==> src/rtl/vtc_pkg.sv <==
package vtc_pkg;

    localparam int BYTE_W = 8;
    typedef logic [BYTE_W-1:0] byte_t;

    localparam byte_t SYNC_HI    = 8'hFF;
    localparam byte_t SYNC_LO    = 8'h00;
    localparam byte_t CODE_LOCK  = 8'hEC;
    localparam byte_t CODE_FLD_A = 8'h9D;
    localparam byte_t CODE_FLD_B = 8'hDA;
    localparam byte_t CODE_OPEN  = 8'hF1;
    localparam byte_t CODE_CLOSE = 8'hB6;

    // Progress through the FF 00 00 preamble
    typedef enum logic [1:0] {
        PRE_IDLE = 2'd0,
        PRE_HI   = 2'd1,
        PRE_LO1  = 2'd2,
        PRE_LO2  = 2'd3
    } pre_stage_e;

    typedef enum logic {
        LK_SEEK = 1'b0,
        LK_MAIN = 1'b1
    } lock_state_e;

    typedef struct packed {
        logic lock;      // lock reference seen
        logic field;     // code that pulses start
        logic stop_set;  // code that raises stop
        logic stop_clr;  // code that lowers stop
    } code_class_t;

    function automatic pre_stage_e pre_next(pre_stage_e cur, byte_t b);
        pre_stage_e nxt;
        if (b == SYNC_HI) begin
            nxt = PRE_HI;
        end else begin
            unique case (cur)
                PRE_HI:  nxt = (b == SYNC_LO) ? PRE_LO1 : PRE_IDLE;
                PRE_LO1: nxt = (b == SYNC_LO) ? PRE_LO2 : PRE_IDLE;
                default: nxt = PRE_IDLE;
            endcase
        end
        return nxt;
    endfunction

    function automatic code_class_t classify(byte_t b);
        code_class_t c;
        c.lock     = (b == CODE_LOCK);
        c.field    = (b == CODE_FLD_A) || (b == CODE_FLD_B) ||
                     (b == CODE_OPEN)  || (b == CODE_CLOSE);
        c.stop_set = (b == CODE_OPEN);
        c.stop_clr = (b == CODE_CLOSE);
        return c;
    endfunction

endpackage

==> src/rtl/vtc_preamble_tracker.sv <==
module vtc_preamble_tracker
    import vtc_pkg::*;
(
    input  logic  clk_i,
    input  logic  rst_i,
    input  logic  clr_i,
    input  byte_t data_i,
    output logic  armed_o
);

    pre_stage_e stage_q;

    always_ff @(posedge clk_i) begin
        if (rst_i || clr_i) begin
            stage_q <= PRE_IDLE;
        end else begin
            stage_q <= pre_next(stage_q, data_i);
        end
    end

    // The current byte is the code byte after a full preamble
    assign armed_o = (stage_q == PRE_LO2) && !clr_i;

endmodule

==> src/rtl/vtc_code_decoder.sv <==
module vtc_code_decoder
    import vtc_pkg::*;
(
    input  byte_t       data_i,
    input  logic        armed_i,
    output code_class_t cls_o
);

    code_class_t raw;

    always_comb begin
        raw   = classify(data_i);
        cls_o = armed_i ? raw : '0;
    end

endmodule

==> src/rtl/vtc_lock_fsm.sv <==
module vtc_lock_fsm
    import vtc_pkg::*;
(
    input  logic        clk_i,
    input  logic        rst_i,
    input  logic        en_i,
    input  code_class_t cls_i,
    output logic        start_o,
    output logic        stop_o,
    output logic        locked_o
);

    lock_state_e state_q, state_d;
    logic        start_d, stop_d;

    always_comb begin
        state_d = state_q;
        start_d = 1'b0;
        stop_d  = stop_o;
        if (!en_i) begin
            state_d = LK_SEEK;
            stop_d  = 1'b0;
        end else begin
            unique case (state_q)
                LK_SEEK: begin
                    stop_d = 1'b0;
                    if (cls_i.lock) state_d = LK_MAIN;
                end
                LK_MAIN: begin
                    start_d = cls_i.field;
                    if (cls_i.stop_set)      stop_d = 1'b1;
                    else if (cls_i.stop_clr) stop_d = 1'b0;
                end
                default: state_d = LK_SEEK;
            endcase
        end
    end

    always_ff @(posedge clk_i) begin
        if (rst_i) begin
            state_q <= LK_SEEK;
            start_o <= 1'b0;
            stop_o  <= 1'b0;
        end else begin
            state_q <= state_d;
            start_o <= start_d;
            stop_o  <= stop_d;
        end
    end

    assign locked_o = (state_q == LK_MAIN);

endmodule

==> src/rtl/vtc_out_pipe.sv <==
module vtc_out_pipe #(
    parameter int WIDTH = 11,
    parameter int DEPTH = 0
) (
    input  logic             clk_i,
    input  logic             rst_i,
    input  logic [WIDTH-1:0] d_i,
    output logic [WIDTH-1:0] q_o
);

    generate
        if (DEPTH == 0) begin : g_bypass
            assign q_o = d_i;
        end else begin : g_regs
            logic [WIDTH-1:0] r_q [DEPTH];
            always_ff @(posedge clk_i) begin
                if (rst_i) begin
                    for (int i = 0; i < DEPTH; i++) r_q[i] <= '0;
                end else begin
                    r_q[0] <= d_i;
                    for (int i = 1; i < DEPTH; i++) r_q[i] <= r_q[i-1];
                end
            end
            assign q_o = r_q[DEPTH-1];
        end
    endgenerate

endmodule

==> src/rtl/vtc_field_delimiter.sv <==
module vtc_field_delimiter
    import vtc_pkg::*;
#(
    parameter int EXTRA_STAGES = 0
) (
    input  logic              clk_i,
    input  logic              rst_i,
    input  logic              en_i,
    input  logic [BYTE_W-1:0] data_i,
    output logic              start_o,
    output logic              stop_o,
    output logic              locked_o,
    output logic [BYTE_W-1:0] data_o
);

    localparam int PIPE_W = BYTE_W + 3;

    logic        armed;
    code_class_t cls;
    logic        fsm_start, fsm_stop, fsm_locked;
    byte_t       data_q;

    vtc_preamble_tracker u_track (
        .clk_i   (clk_i),
        .rst_i   (rst_i),
        .clr_i   (!en_i),
        .data_i  (data_i),
        .armed_o (armed)
    );

    vtc_code_decoder u_dec (
        .data_i  (data_i),
        .armed_i (armed),
        .cls_o   (cls)
    );

    vtc_lock_fsm u_fsm (
        .clk_i    (clk_i),
        .rst_i    (rst_i),
        .en_i     (en_i),
        .cls_i    (cls),
        .start_o  (fsm_start),
        .stop_o   (fsm_stop),
        .locked_o (fsm_locked)
    );

    // Data stage matching the control register stage
    always_ff @(posedge clk_i) begin
        if (rst_i) data_q <= '0;
        else       data_q <= data_i;
    end

    vtc_out_pipe #(
        .WIDTH (PIPE_W),
        .DEPTH (EXTRA_STAGES)
    ) u_pipe (
        .clk_i (clk_i),
        .rst_i (rst_i),
        .d_i   ({fsm_start, fsm_stop, fsm_locked, data_q}),
        .q_o   ({start_o, stop_o, locked_o, data_o})
    );

endmodule

==> config.mk <==
export PLATFORM = sky130hd
export DESIGN_NAME = vtc_field_delimiter
export DESIGN_NICKNAME = d
export VERILOG_FILES = /design/src/rtl/vtc_pkg.sv /design/src/rtl/vtc_preamble_tracker.sv /design/src/rtl/vtc_code_decoder.sv /design/src/rtl/vtc_lock_fsm.sv /design/src/rtl/vtc_out_pipe.sv /design/src/rtl/vtc_field_delimiter.sv
export SDC_FILE = /design/constraint.sdc
export NUM_CORES = 1
export LEC_CHECK = 0
export BUFFER_PORTS_ARGS = -buffer_cell sky130_fd_sc_hd__buf_2
export CAP_MARGIN = 30
export CORE_AREA = 2 2 40 42
export CTS_CLUSTER_DIAMETER = 40
export DETAILED_ROUTE_END_ITERATION = 12
export DIE_AREA = 0 0 42 44
export HOLD_SLACK_MARGIN = 0.08
export PLACE_DENSITY = 0.81
export SYNTH_ARGS = -nofsm -noshare
export SYNTH_HDL_FRONTEND = slang
export SYNTH_SLANG_ARGS = --single-unit
==> constraint.sdc <==
create_clock -name clk_i -period 1.25 [get_ports clk_i]
set_input_delay 0.25 -clock clk_i [delete_from_list [all_inputs] [get_ports clk_i]]
set_output_delay 0.25 -clock clk_i [all_outputs]
set_load 0.01 [all_outputs]
==> results of run 1 <==
==> critical path: stages (launching register included) <==
cell	delay, ns
dfxtp_1	0.36
inv_1	0.05
ha_1	0.29
nor2_1	0.10
nand4_1	0.13
o22ai_2	0.17
==> routing by layer <==
layer  up-vias  track usage [%]  routed length [um]
met2        26             21.9                 504
met4         0             9.68                  22
li1        266                -                   -
met3         3             5.00                 106
met1       214             17.3                 554
met5         -                0                   0
==> registers in the layout, indices dropped and copies added, names as in the netlist <==
signal           flops
data_q               8
u_fsm.stop_o         1
u_fsm.start_o        1
u_fsm.locked_o       1
u_track.stage_q      2
==> cell type report <==
type                       instances  share of cell area (%)
timing repair buffer              21                    14.0
clock buffer                       4                    3.50
tap                               16                    2.67
inverter                           3                    1.50
sequential                        13                    34.7
multi-input combinational         43                    43.7
==> worst max path at each step <==
stage | depth (start not counted) | from | endpoint | slack, ns
2_1_floorplan | 5 | u_track.stage_q[0]$_SDFF_PP0_ | u_track.stage_q[0]$_SDFF_PP0_ | 0.17
3_3_place_gp | 5 | u_track.stage_q[0]$_SDFF_PP0_ | u_track.stage_q[0]$_SDFF_PP0_ | 0.09
3_5_place_dp | 5 | u_track.stage_q[0]$_SDFF_PP0_ | u_track.stage_q[0]$_SDFF_PP0_ | 0.09
4_1_cts | 5 | u_track.stage_q[0]$_SDFF_PP0_ | u_track.stage_q[0]$_SDFF_PP0_ | 0.07
5_1_grt | 5 | u_track.stage_q[0]$_SDFF_PP0_ | u_track.stage_q[0]$_SDFF_PP0_ | 0.007
6_report | 5 | u_track.stage_q[0]$_SDFF_PP0_ | u_track.stage_q[0]$_SDFF_PP0_ | 0.08
==> power by group through the flow <==
stage	clock [mW]	combinational, mW	sequential, mW
2_1_floorplan	0	0.0305	0.448
3_3_place_gp	0	0.0881	0.439
3_5_place_dp	0	0.0881	0.440
4_1_cts	0.271	0.0891	0.430
5_1_grt	0.286	0.0978	0.431
6_report	0.260	0.0892	0.430
==> cell usage after synthesis <==
cell	n
dfxtp_1	13
nor2b_1	11
and2b_1	3
and4bb_1	3
ha_1	3
inv_1	3
nand4_1	3
nor2_1	3
nand2_1	2
nand3_1	2
o21ai_1	2
a211oi_2	1
a41oi_1	1
and2_1	1
and3_1	1
and4_1	1
and4b_1	1
and4bb_2	1
nor3_1	1
nor4_2	1
o22ai_2	1
o2bb2ai_1	1
==> through the flow <==
| step | setup slack [ns] | hold WS, ns |
|---|---|---|
| CTS | 0.0722 | 0.230 |
| global route | 0.00688 | 0.238 |
| floorplan | 0.172 | 0.322 |
| global placement | 0.0917 | 0.511 |
| finish | 0.0802 | 0.233 |
| detailed placement | 0.0925 | 0.519 |
==> kinds of logic (layout without fill, tap and decap cells) <==
family,after synthesis,in the layout,synth area share [%]
adder cells (fa/ha/maj),3,3,6.26
buffers and inverters,3,28,1.88
flip-flops,13,13,43.4
AO/OA/AOI/OAI,6,6,8.77
AND/OR/NAND/NOR,34,34,39.7
==> metrics.md, run 1 <==
| Metric | Value |
|---|---|
| DRT Wirelength | `1.19 mm` |
| Initial core utilization | `42.2%` |
| Net Count, Synth | `73` |
| Chip height | `44 um` |
| Clock period minus worst slack | `1.17 ns` |
| H-Tree Depth | `1` |
| Yosys reg bits | `13` |
| CTS Hold Bufs | `0` |
| RSZ-0062 raised after global routing | `false` |
| Reg power frac | `55.2%` |
| CTS tree | `built` |
| Iteration-0 DRC Markers | `4` |
| Netlist area before placement | `599 um2` |
| Core area | `0.00142 mm2` |
| Synth cell types | `22` |
| Total iterations of the first detailed-routing run | `4` |
| CTS Buffer Depth | `2` |
| Worst min path class | `input port to flip-flop` |
| Post-cts sizing count | `0` |
| Crit path launch type | `flip-flop` |
| Rel. slew slack | `81.9%` |
| Critical path class | `flip-flop to flip-flop` |
| Synth area leaders | `dfxtp_1 43%, nor2b_1 11%, and4bb_1 6.3%` |
| Placed cells | `96` |
| Gr ovfl total | `0` |
| Share of cells above drive strength 1 | `33.3%` |
| FF/Latch Area | `260 um2` |
| Status | `complete, no violations` |
| Via count | `509` |
| I/O Pins | `22` |
| Final slew viol count | `0` |
| Internal | `0.592 mW` |
| Fin Setup TNS | `0 ns` |
| Avg Vias per Cell | `5.09` |
| Area Growth Syn to Fin | `25.3%` |
| Post-DP HPWL | `886 um` |
| Tot Pwr | `0.779 mW` |
| Final ANT Viol Nets | `0` |
| Initial antenna violation count | `0` |
| Arrival @ worst endpoint | `1.38 ns` |
| Fillers | `136` |
| Commonest cells after routing, fill and taps aside | `21 x buf_2, 13 x dfxtp_1, 11 x nor2b_1` |
| Most common cell after layout, fill and taps aside | `buf_2` |
| Switching Fraction | `24.0%` |
| Comb power frac | `11.5%` |
| Synth top area share | `43.4%` |
| Crit end category | `flip-flop` |
| Min-Delay Startpoint | `rst_i` |
| Post-route DRC | `0` |
| R2r startpoint | `u_track.stage_q[0]$_SDFF_PP0_` |
| FP Rows | `14` |
| R2r endpoint | `u_track.stage_q[0]$_SDFF_PP0_` |
| R2R setup slack | `0.08 ns` |
| Synthesis Warnings | `0` |
| Wirelength per Cell | `11.9 um` |
| Post-CTS Repair Setup Buffers | `0` |
| Peak Freq | `855 MHz` |
| Gpl congestion | `0.874` |
| LEAKAGE | `0.331 nW` |
| CTS clk-pin slew, worst paths | `0.08 ns` |
| Worst Max-Slew Pin Slew | `0.270 ns` |
| Max_cap viols | `0` |
| PortBufs | `21` |
| Sw power | `0.187 mW` |
| Final hold vios | `0` |
| Cells after synthesis | `59` |
| Hold depth | `2` |
| Final std cells w/o fill | `100` |
| Clk network pwr share | `33.4%` |
| Worst Path Max Fanout | `3` |
| Tot GR Track Use | `14.4%` |
| VDD IR max | `546 uV` |
| Final Cycle Share | `93.6%` |
| R2R depth | `5` |
| Worst skew pair latency | `0.28 ns` |
| Final Cell Area | `751 um2` |
| Data required, critical path | `1.46 ns` |
| CTS sink cnt | `13` |
| CTS root buf | `clkbuf_4` |
| Finish-stage setup viols | `0` |
| Cell accounting for the most synthesized area | `dfxtp_1` |
| PD cells | `1040 mW/mm2` |
| Final #Nets | `99` |
| Post-DP Area | `724 um2` |
| Die Width | `42 um` |
| Number of diodes | `0` |
| First-pass GRT wire length | `1.92 mm` |
| Min-Delay Endpoint | `data_q[4]$_SDFF_PP0_` |
| Largest net degree at the start of global routing | `10` |
| Num CTS Buffers | `3` |
| Die area | `0.00185 mm2` |
| Finished Core Util | `52.9%` |
| Seq/Total Area, Yosys | `43.4%` |
| Clock skew | `0.00322 ns` |
| Syn Area/Cell | `10.2 um2` |
| Multi-input gate area in the final layout | `328 um2` |
| Vias in the first global route | `469` |
Note: power is estimated with default switching activity, not from simulation.
==> run 2, diff against run 1 <==
- RECOVER_POWER: not set -> 100
- REMOVE_ABC_BUFFERS: not set -> 1
==> metrics.md, run 2 (same netlist as run 1, synthesis figures left out) <==
| Metric | Value |
|---|---|
| Chip height | `44 um (unchanged)` |
| Crit end category | `flip-flop (unchanged)` |
| Worst min path class | `input port to flip-flop (unchanged)` |
| First-pass GRT wire length | `1.92 mm (unchanged)` |
| Dpl ws | `0.0925 ns (unchanged)` |
| Hold WS | `0.264 ns (was 0.233 ns)` |
| CTS Hold Bufs | `0 (unchanged)` |
| Final #Nets | `99 (unchanged)` |
| Status | `complete, no violations (unchanged)` |
| Hold depth | `2 (unchanged)` |
| Arrival @ worst endpoint | `1.37 ns (was 1.38 ns)` |
| Tot GR Track Use | `14.4% (unchanged)` |
| Clock period minus worst slack | `1.17 ns (about the same)` |
| CTS sink cnt | `13 (unchanged)` |
| Worst skew pair latency | `0.27 ns (was 0.28 ns)` |
| Share of cells above drive strength 1 | `9.52% (was 33.3%)` |
| CTS clk-pin slew, worst paths | `0.07 ns (was 0.08 ns)` |
| Max reg flops | `8 (unchanged)` |
| Worst Max-Slew Pin Slew | `0.339 ns (was 0.270 ns)` |
| Final Cycle Share | `93.6% (about the same)` |
| CP Depth | `5 (unchanged)` |
| Final Worst Setup Slack | `0.0796 ns (was 0.0802 ns)` |
| Post-cts sizing count | `0 (unchanged)` |
| Final slew viol count | `0 (unchanged)` |
| Most common cell after layout, fill and taps aside | `clkbuf_1 (was buf_2)` |
| Post-DP HPWL | `886 um (unchanged)` |
| RSZ-0062 raised after global routing | `false (unchanged)` |
| Core area | `0.00142 mm2 (unchanged)` |
| FP Rows | `14 (unchanged)` |
| Area Growth Syn to Fin | `20.5% (was 25.3%)` |
| DRT Wirelength | `1.18 mm (was 1.19 mm)` |
| Commonest cells after routing, fill and taps aside | `20 x clkbuf_1, 13 x dfxtp_1, 11 x nor2b_1 (was 21 x buf_2, 13 x dfxtp_1, 11 x nor2b_1)` |
| Buf/Inv on CP | `1 (unchanged)` |
| Worst Path Max Fanout | `3 (unchanged)` |
| Die area | `0.00185 mm2 (unchanged)` |
| Vias in the first global route | `469 (unchanged)` |
| Final ANT Viol Nets | `0 (unchanged)` |
| Initial antenna violation count | `0 (unchanged)` |
| Die Width | `42 um (unchanged)` |
| Placed cells | `96 (unchanged)` |
| Num CTS Buffers | `3 (unchanged)` |
| Final std cells w/o fill | `100 (unchanged)` |
| Final hold vios | `0 (unchanged)` |
| Max_cap viols | `0 (unchanged)` |
| Clock skew | `0.00375 ns (was 0.00322 ns)` |
| Post-CTS Repair Setup Buffers | `0 (unchanged)` |
| Critical path class | `flip-flop to flip-flop (unchanged)` |
| H-Tree Depth | `1 (unchanged)` |
| Gpl congestion | `0.874 (unchanged)` |
| Biggest register | `data_q (unchanged)` |
| Wirelength per Cell | `11.8 um (was 11.9 um)` |
| PD cells | `1070 mW/mm2 (was 1040 mW/mm2)` |
| Largest regs | `data_q: 8 flops, u_track.stage_q: 2 flops (unchanged)` |
| I/O Pins | `22 (unchanged)` |
| Largest net degree at the start of global routing | `10 (unchanged)` |
| Finish-stage setup viols | `0 (unchanged)` |
| Avg Vias per Cell | `5.05 (was 5.09)` |
| Final Cell Area | `722 um2 (was 751 um2)` |
| CP max stage cell | `dfxtp_1 (unchanged)` |
| R2R depth | `5 (unchanged)` |
| PortBufs | `21 (unchanged)` |
| Post-route DRC | `0 (unchanged)` |
| Initial core utilization | `42.2% (unchanged)` |
| Iteration-0 DRC Markers | `1 (was 4)` |
| CP peak stage delay | `0.36 ns (about the same)` |
| Data required, critical path | `1.45 ns (was 1.46 ns)` |
| CTS Buffer Depth | `2 (unchanged)` |
| Rel. slew slack | `77.4% (was 81.9%)` |
| Number of diodes | `0 (unchanged)` |
| Delay-heaviest family, CP | `flip-flops (unchanged)` |
| Via count | `505 (was 509)` |
| Critical-path cell list | `inv_1 -> ha_1 -> nor2_1 -> nand4_1 -> o22ai_2 (unchanged)` |
| Crit path launch type | `flip-flop (unchanged)` |
| CTS root buf | `clkbuf_4 (unchanged)` |
| VDD IR max | `542 uV (was 546 uV)` |
| Peak Freq | `854 MHz (was 855 MHz)` |
| Fin Setup TNS | `0 ns (unchanged)` |
| Total iterations of the first detailed-routing run | `4 (unchanged)` |
| Post-DP Area | `724 um2 (unchanged)` |
| Fillers | `149 (was 136)` |
| Gr ovfl total | `0 (unchanged)` |
| LEAKAGE | `0.266 nW (was 0.331 nW)` |
| CTS tree | `built (unchanged)` |
[run 2: cell types whose count changed in the layout (fill, tap and decap cells not counted), sizes merged]
cell | before | now
buf | 21 | 2
clkbuf | 4 | 23
[run 2: final timing paths]
| path | from | to | slack (ns) |
|---|---|---|---|
| max | u_track.stage_q[0]$_SDFF_PP0_ | u_track.stage_q[0]$_SDFF_PP0_ | 0.08 |
| min | data_i[7] | data_q[7]$_SDFF_PP0_ | 0.26 |
| max reg2reg | u_track.stage_q[0]$_SDFF_PP0_ | u_track.stage_q[0]$_SDFF_PP0_ | 0.08 |
| min reg2reg | u_fsm.locked_o$_SDFF_PP0_ | u_fsm.start_o$_SDFF_PP0_ | 0.52 |
[run 2: area by class of cell]
class	instances	area, um2	area share (%)
Tap cell	16	20.0	2.77
Inverter	3	11.3	1.56
Timing Repair Buffer	21	81.3	11.3
Sequential cell	13	260	36.0
Clock buffer	4	26.3	3.64
Multi-Input combinational cell	43	323	44.7
[run 2: layer usage]
layer	up-vias	track usage (%)	wire (um)
met5	-	0	0
met4	0	9.68	19
met3	2	5.00	105
met2	20	21.9	501
met1	218	17.3	549
li1	265	-	-
[run 2: through the flow]
stage	power (mW)	utilization (%)
finish	0.769	50.9
global route	0.807	50.9
global placement	0.528	51.1
floorplan	0.479	-
CTS	0.790	52.9
detailed placement	0.528	51.1
[run 2: power breakdown]
group	internal [mW]	leakage [nW]	total, mW	switching (mW)
clock network	0.124	0.0150	0.258	0.134
logic	0.0338	0.145	0.0814	0.0476
registers	0.427	0.107	0.430	0.00297
total	0.585	0.266	0.769	0.184
==> run 3, diff against run 2 <==
- CORE_AREA: 2 2 40 42 -> 2 2 48 50
- DIE_AREA: 0 0 42 44 -> 0 0 50 52
- PLACE_DENSITY: 0.81 -> 0.62
==> metrics.md, run 3 (same netlist as run 1, synthesis figures left out) <==
| Metric | Value |
|---|---|
| Max reg flops | `8 (unchanged)` |
| FP Rows | `17 (was 14)` |
| Final ANT Viol Nets | `0 (unchanged)` |
| Share of cells above drive strength 1 | `18.8% (was 9.52%)` |
| Initial antenna violation count | `0 (unchanged)` |
| H-Tree Depth | `1 (unchanged)` |
| Rel. slew slack | `79.6% (was 77.4%)` |
| PortBufs | `21 (unchanged)` |
| CTS root buf | `clkbuf_4 (unchanged)` |
| CTS Hold Bufs | `0 (unchanged)` |
| Fin Setup TNS | `0 ns (unchanged)` |
| Gr ovfl total | `0 (unchanged)` |
| VDD IR max | `362 uV (was 542 uV)` |
| Delay-heaviest family, CP | `flip-flops (unchanged)` |
| Final Worst Setup Slack | `0.110 ns (was 0.0796 ns)` |
| Most common cell after layout, fill and taps aside | `clkbuf_1 (unchanged)` |
| CTS sink cnt | `13 (unchanged)` |
| Data required, critical path | `1.42 ns (was 1.45 ns)` |
| Arrival @ worst endpoint | `1.31 ns (was 1.37 ns)` |
| Multi-input gate area in the final layout | `323 um2 (unchanged)` |
| LEAKAGE | `0.288 nW (was 0.266 nW)` |
| Peak Freq | `877 MHz (was 854 MHz)` |
| Post-CTS Repair Setup Buffers | `0 (unchanged)` |
| Largest net degree at the start of global routing | `10 (unchanged)` |
| Initial core utilization | `28.5% (was 42.2%)` |
| First-pass GRT wire length | `1.95 mm (was 1.92 mm)` |
| Status | `complete, no violations (unchanged)` |
| Area Growth Syn to Fin | `25.3% (was 20.5%)` |
| Die area | `0.00260 mm2 (was 0.00185 mm2)` |
| Total iterations of the first detailed-routing run | `4 (unchanged)` |
| Vias in the first global route | `436 (was 469)` |
| Dpl ws | `0.0908 ns (was 0.0925 ns)` |
| CTS Buffer Depth | `2 (unchanged)` |
| Worst min path class | `input port to flip-flop (unchanged)` |
| Crit end category | `flip-flop (unchanged)` |
| Iteration-0 DRC Markers | `10 (was 1)` |
| Post-DP HPWL | `946 um (was 886 um)` |
| Critical-path cell list | `ha_1 -> and4b_1 -> nand4_1 -> o2bb2ai_1 (was inv_1 -> ha_1 -> nor2_1 -> nand4_1 -> o22ai_2)` |
| I/O Pins | `22 (unchanged)` |
| CP peak stage delay | `0.36 ns (about the same)` |
| Final #Nets | `100 (was 99)` |
| Tot GR Track Use | `10.7% (was 14.4%)` |
| Post-route DRC | `0 (unchanged)` |
| PD cells | `1030 mW/mm2 (was 1070 mW/mm2)` |
| Tot Pwr | `0.777 mW (was 0.769 mW)` |
| Number of diodes | `0 (unchanged)` |
| Crit path launch type | `flip-flop (unchanged)` |
| Finish-stage setup viols | `0 (unchanged)` |
| FF/Latch Area | `262 um2 (was 260 um2)` |
| Clock period minus worst slack | `1.14 ns (was 1.17 ns)` |
| Via count | `513 (was 505)` |
| Largest regs | `data_q: 8 flops, u_track.stage_q: 2 flops (unchanged)` |
| Final hold vios | `0 (unchanged)` |
| Biggest register | `data_q (unchanged)` |
| Worst Max-Slew Pin Slew | `0.306 ns (was 0.339 ns)` |
| Worst Path Max Fanout | `3 (unchanged)` |
| Post-cts sizing count | `0 (unchanged)` |
| Core area | `0.00211 mm2 (was 0.00142 mm2)` |
| Die Width | `50 um (was 42 um)` |
| RSZ-0062 raised after global routing | `false (unchanged)` |
| Worst skew pair latency | `0.27 ns (about the same)` |
| Fillers | `219 (was 149)` |
| DRT Wirelength | `1.28 mm (was 1.18 mm)` |
| Num CTS Buffers | `3 (unchanged)` |
| CTS tree | `built (unchanged)` |
| Gpl congestion | `0.697 (was 0.874)` |
| CP max stage cell | `dfxtp_1 (unchanged)` |
| CTS clk-pin slew, worst paths | `0.08 ns (was 0.07 ns)` |
| Final Cycle Share | `91.2% (was 93.6%)` |
| Wirelength per Cell | `11.3 um (was 11.8 um)` |
| Chip height | `52 um (was 44 um)` |
| Max_cap viols | `0 (unchanged)` |
| Avg Vias per Cell | `4.54 (was 5.05)` |
| Critical path class | `flip-flop to flip-flop (unchanged)` |
| Buf/Inv on CP | `0 (was 1)` |
| Clock skew | `0.00391 ns (was 0.00375 ns)` |
| Commonest cells after routing, fill and taps aside | `14 x clkbuf_1, 12 x dfxtp_1, 11 x nor2b_1, 9 x buf_2 (was 20 x clkbuf_1, 13 x dfxtp_1, 11 x nor2b_1)` |
| Final slew viol count | `0 (unchanged)` |
| Finished Core Util | `35.7% (was 50.9%)` |
==> run 3: routing by layer <==
layer,vias to the layer above,global-route usage (%),wire (um)
li1,265,-,-
met1,228,12.6,628
met2,18,15.6,531
met3,2,3.16,91
met4,0,9.72,25
met5,-,0,0
==> run 3: final timing paths <==
kind                            slack (ns)                     startpoint                        end  depth (start not counted)
worst max-delay path                  0.11  u_track.stage_q[1]$_SDFF_PP0_  u_fsm.stop_o$_SDFFE_PP0P_                          4
worst max register to register        0.11  u_track.stage_q[1]$_SDFF_PP0_  u_fsm.stop_o$_SDFFE_PP0P_                          4
worst min register to register        0.53      u_fsm.locked_o$_SDFF_PP0_   u_fsm.start_o$_SDFF_PP0_                          2
worst min-delay path                  0.25                      data_i[7]       data_q[7]$_SDFF_PP0_                          2
==> run 3: power breakdown <==
| part | internal, mW | switching [mW] | leakage [nW] | total [mW] |
|---|---|---|---|---|
| Sequential | 0.427 | 0.00299 | 0.107 | 0.430 |
| Combinational | 0.0377 | 0.0492 | 0.166 | 0.0870 |
| Clock | 0.124 | 0.136 | 0.0150 | 0.259 |
| Total | 0.589 | 0.188 | 0.288 | 0.777 |
==> run 3: layout make-up <==
class / instances / area share (%)
timing repair buffer: 22 / 12.5
tap: 28 / 4.67
clock buffer: 4 / 3.50
inverter: 3 / 1.50
sequential: 13 / 34.8
multi-input combinational: 43 / 43.0
==> run 3: through the flow <==
| step | cells | hold WS, ns | area [um2] |
|---|---|---|---|
| final | 113 | 0.252 | 751 |
| after global routing | 113 | 0.239 | 751 |
| after CTS | 113 | 0.238 | 773 |
| after global placement | 109 | 0.523 | 747 |
| after detailed placement | 109 | 0.520 | 747 |
| after floorplan | 59 | 0.322 | 599 |
==> run 3: worst register-to-register path, stage by stage (launching register included) <==
cell,delay (ns)
dfxtp_1,0.36
ha_1,0.20
and4b_1,0.24
nand4_1,0.10
o2bb2ai_1,0.14
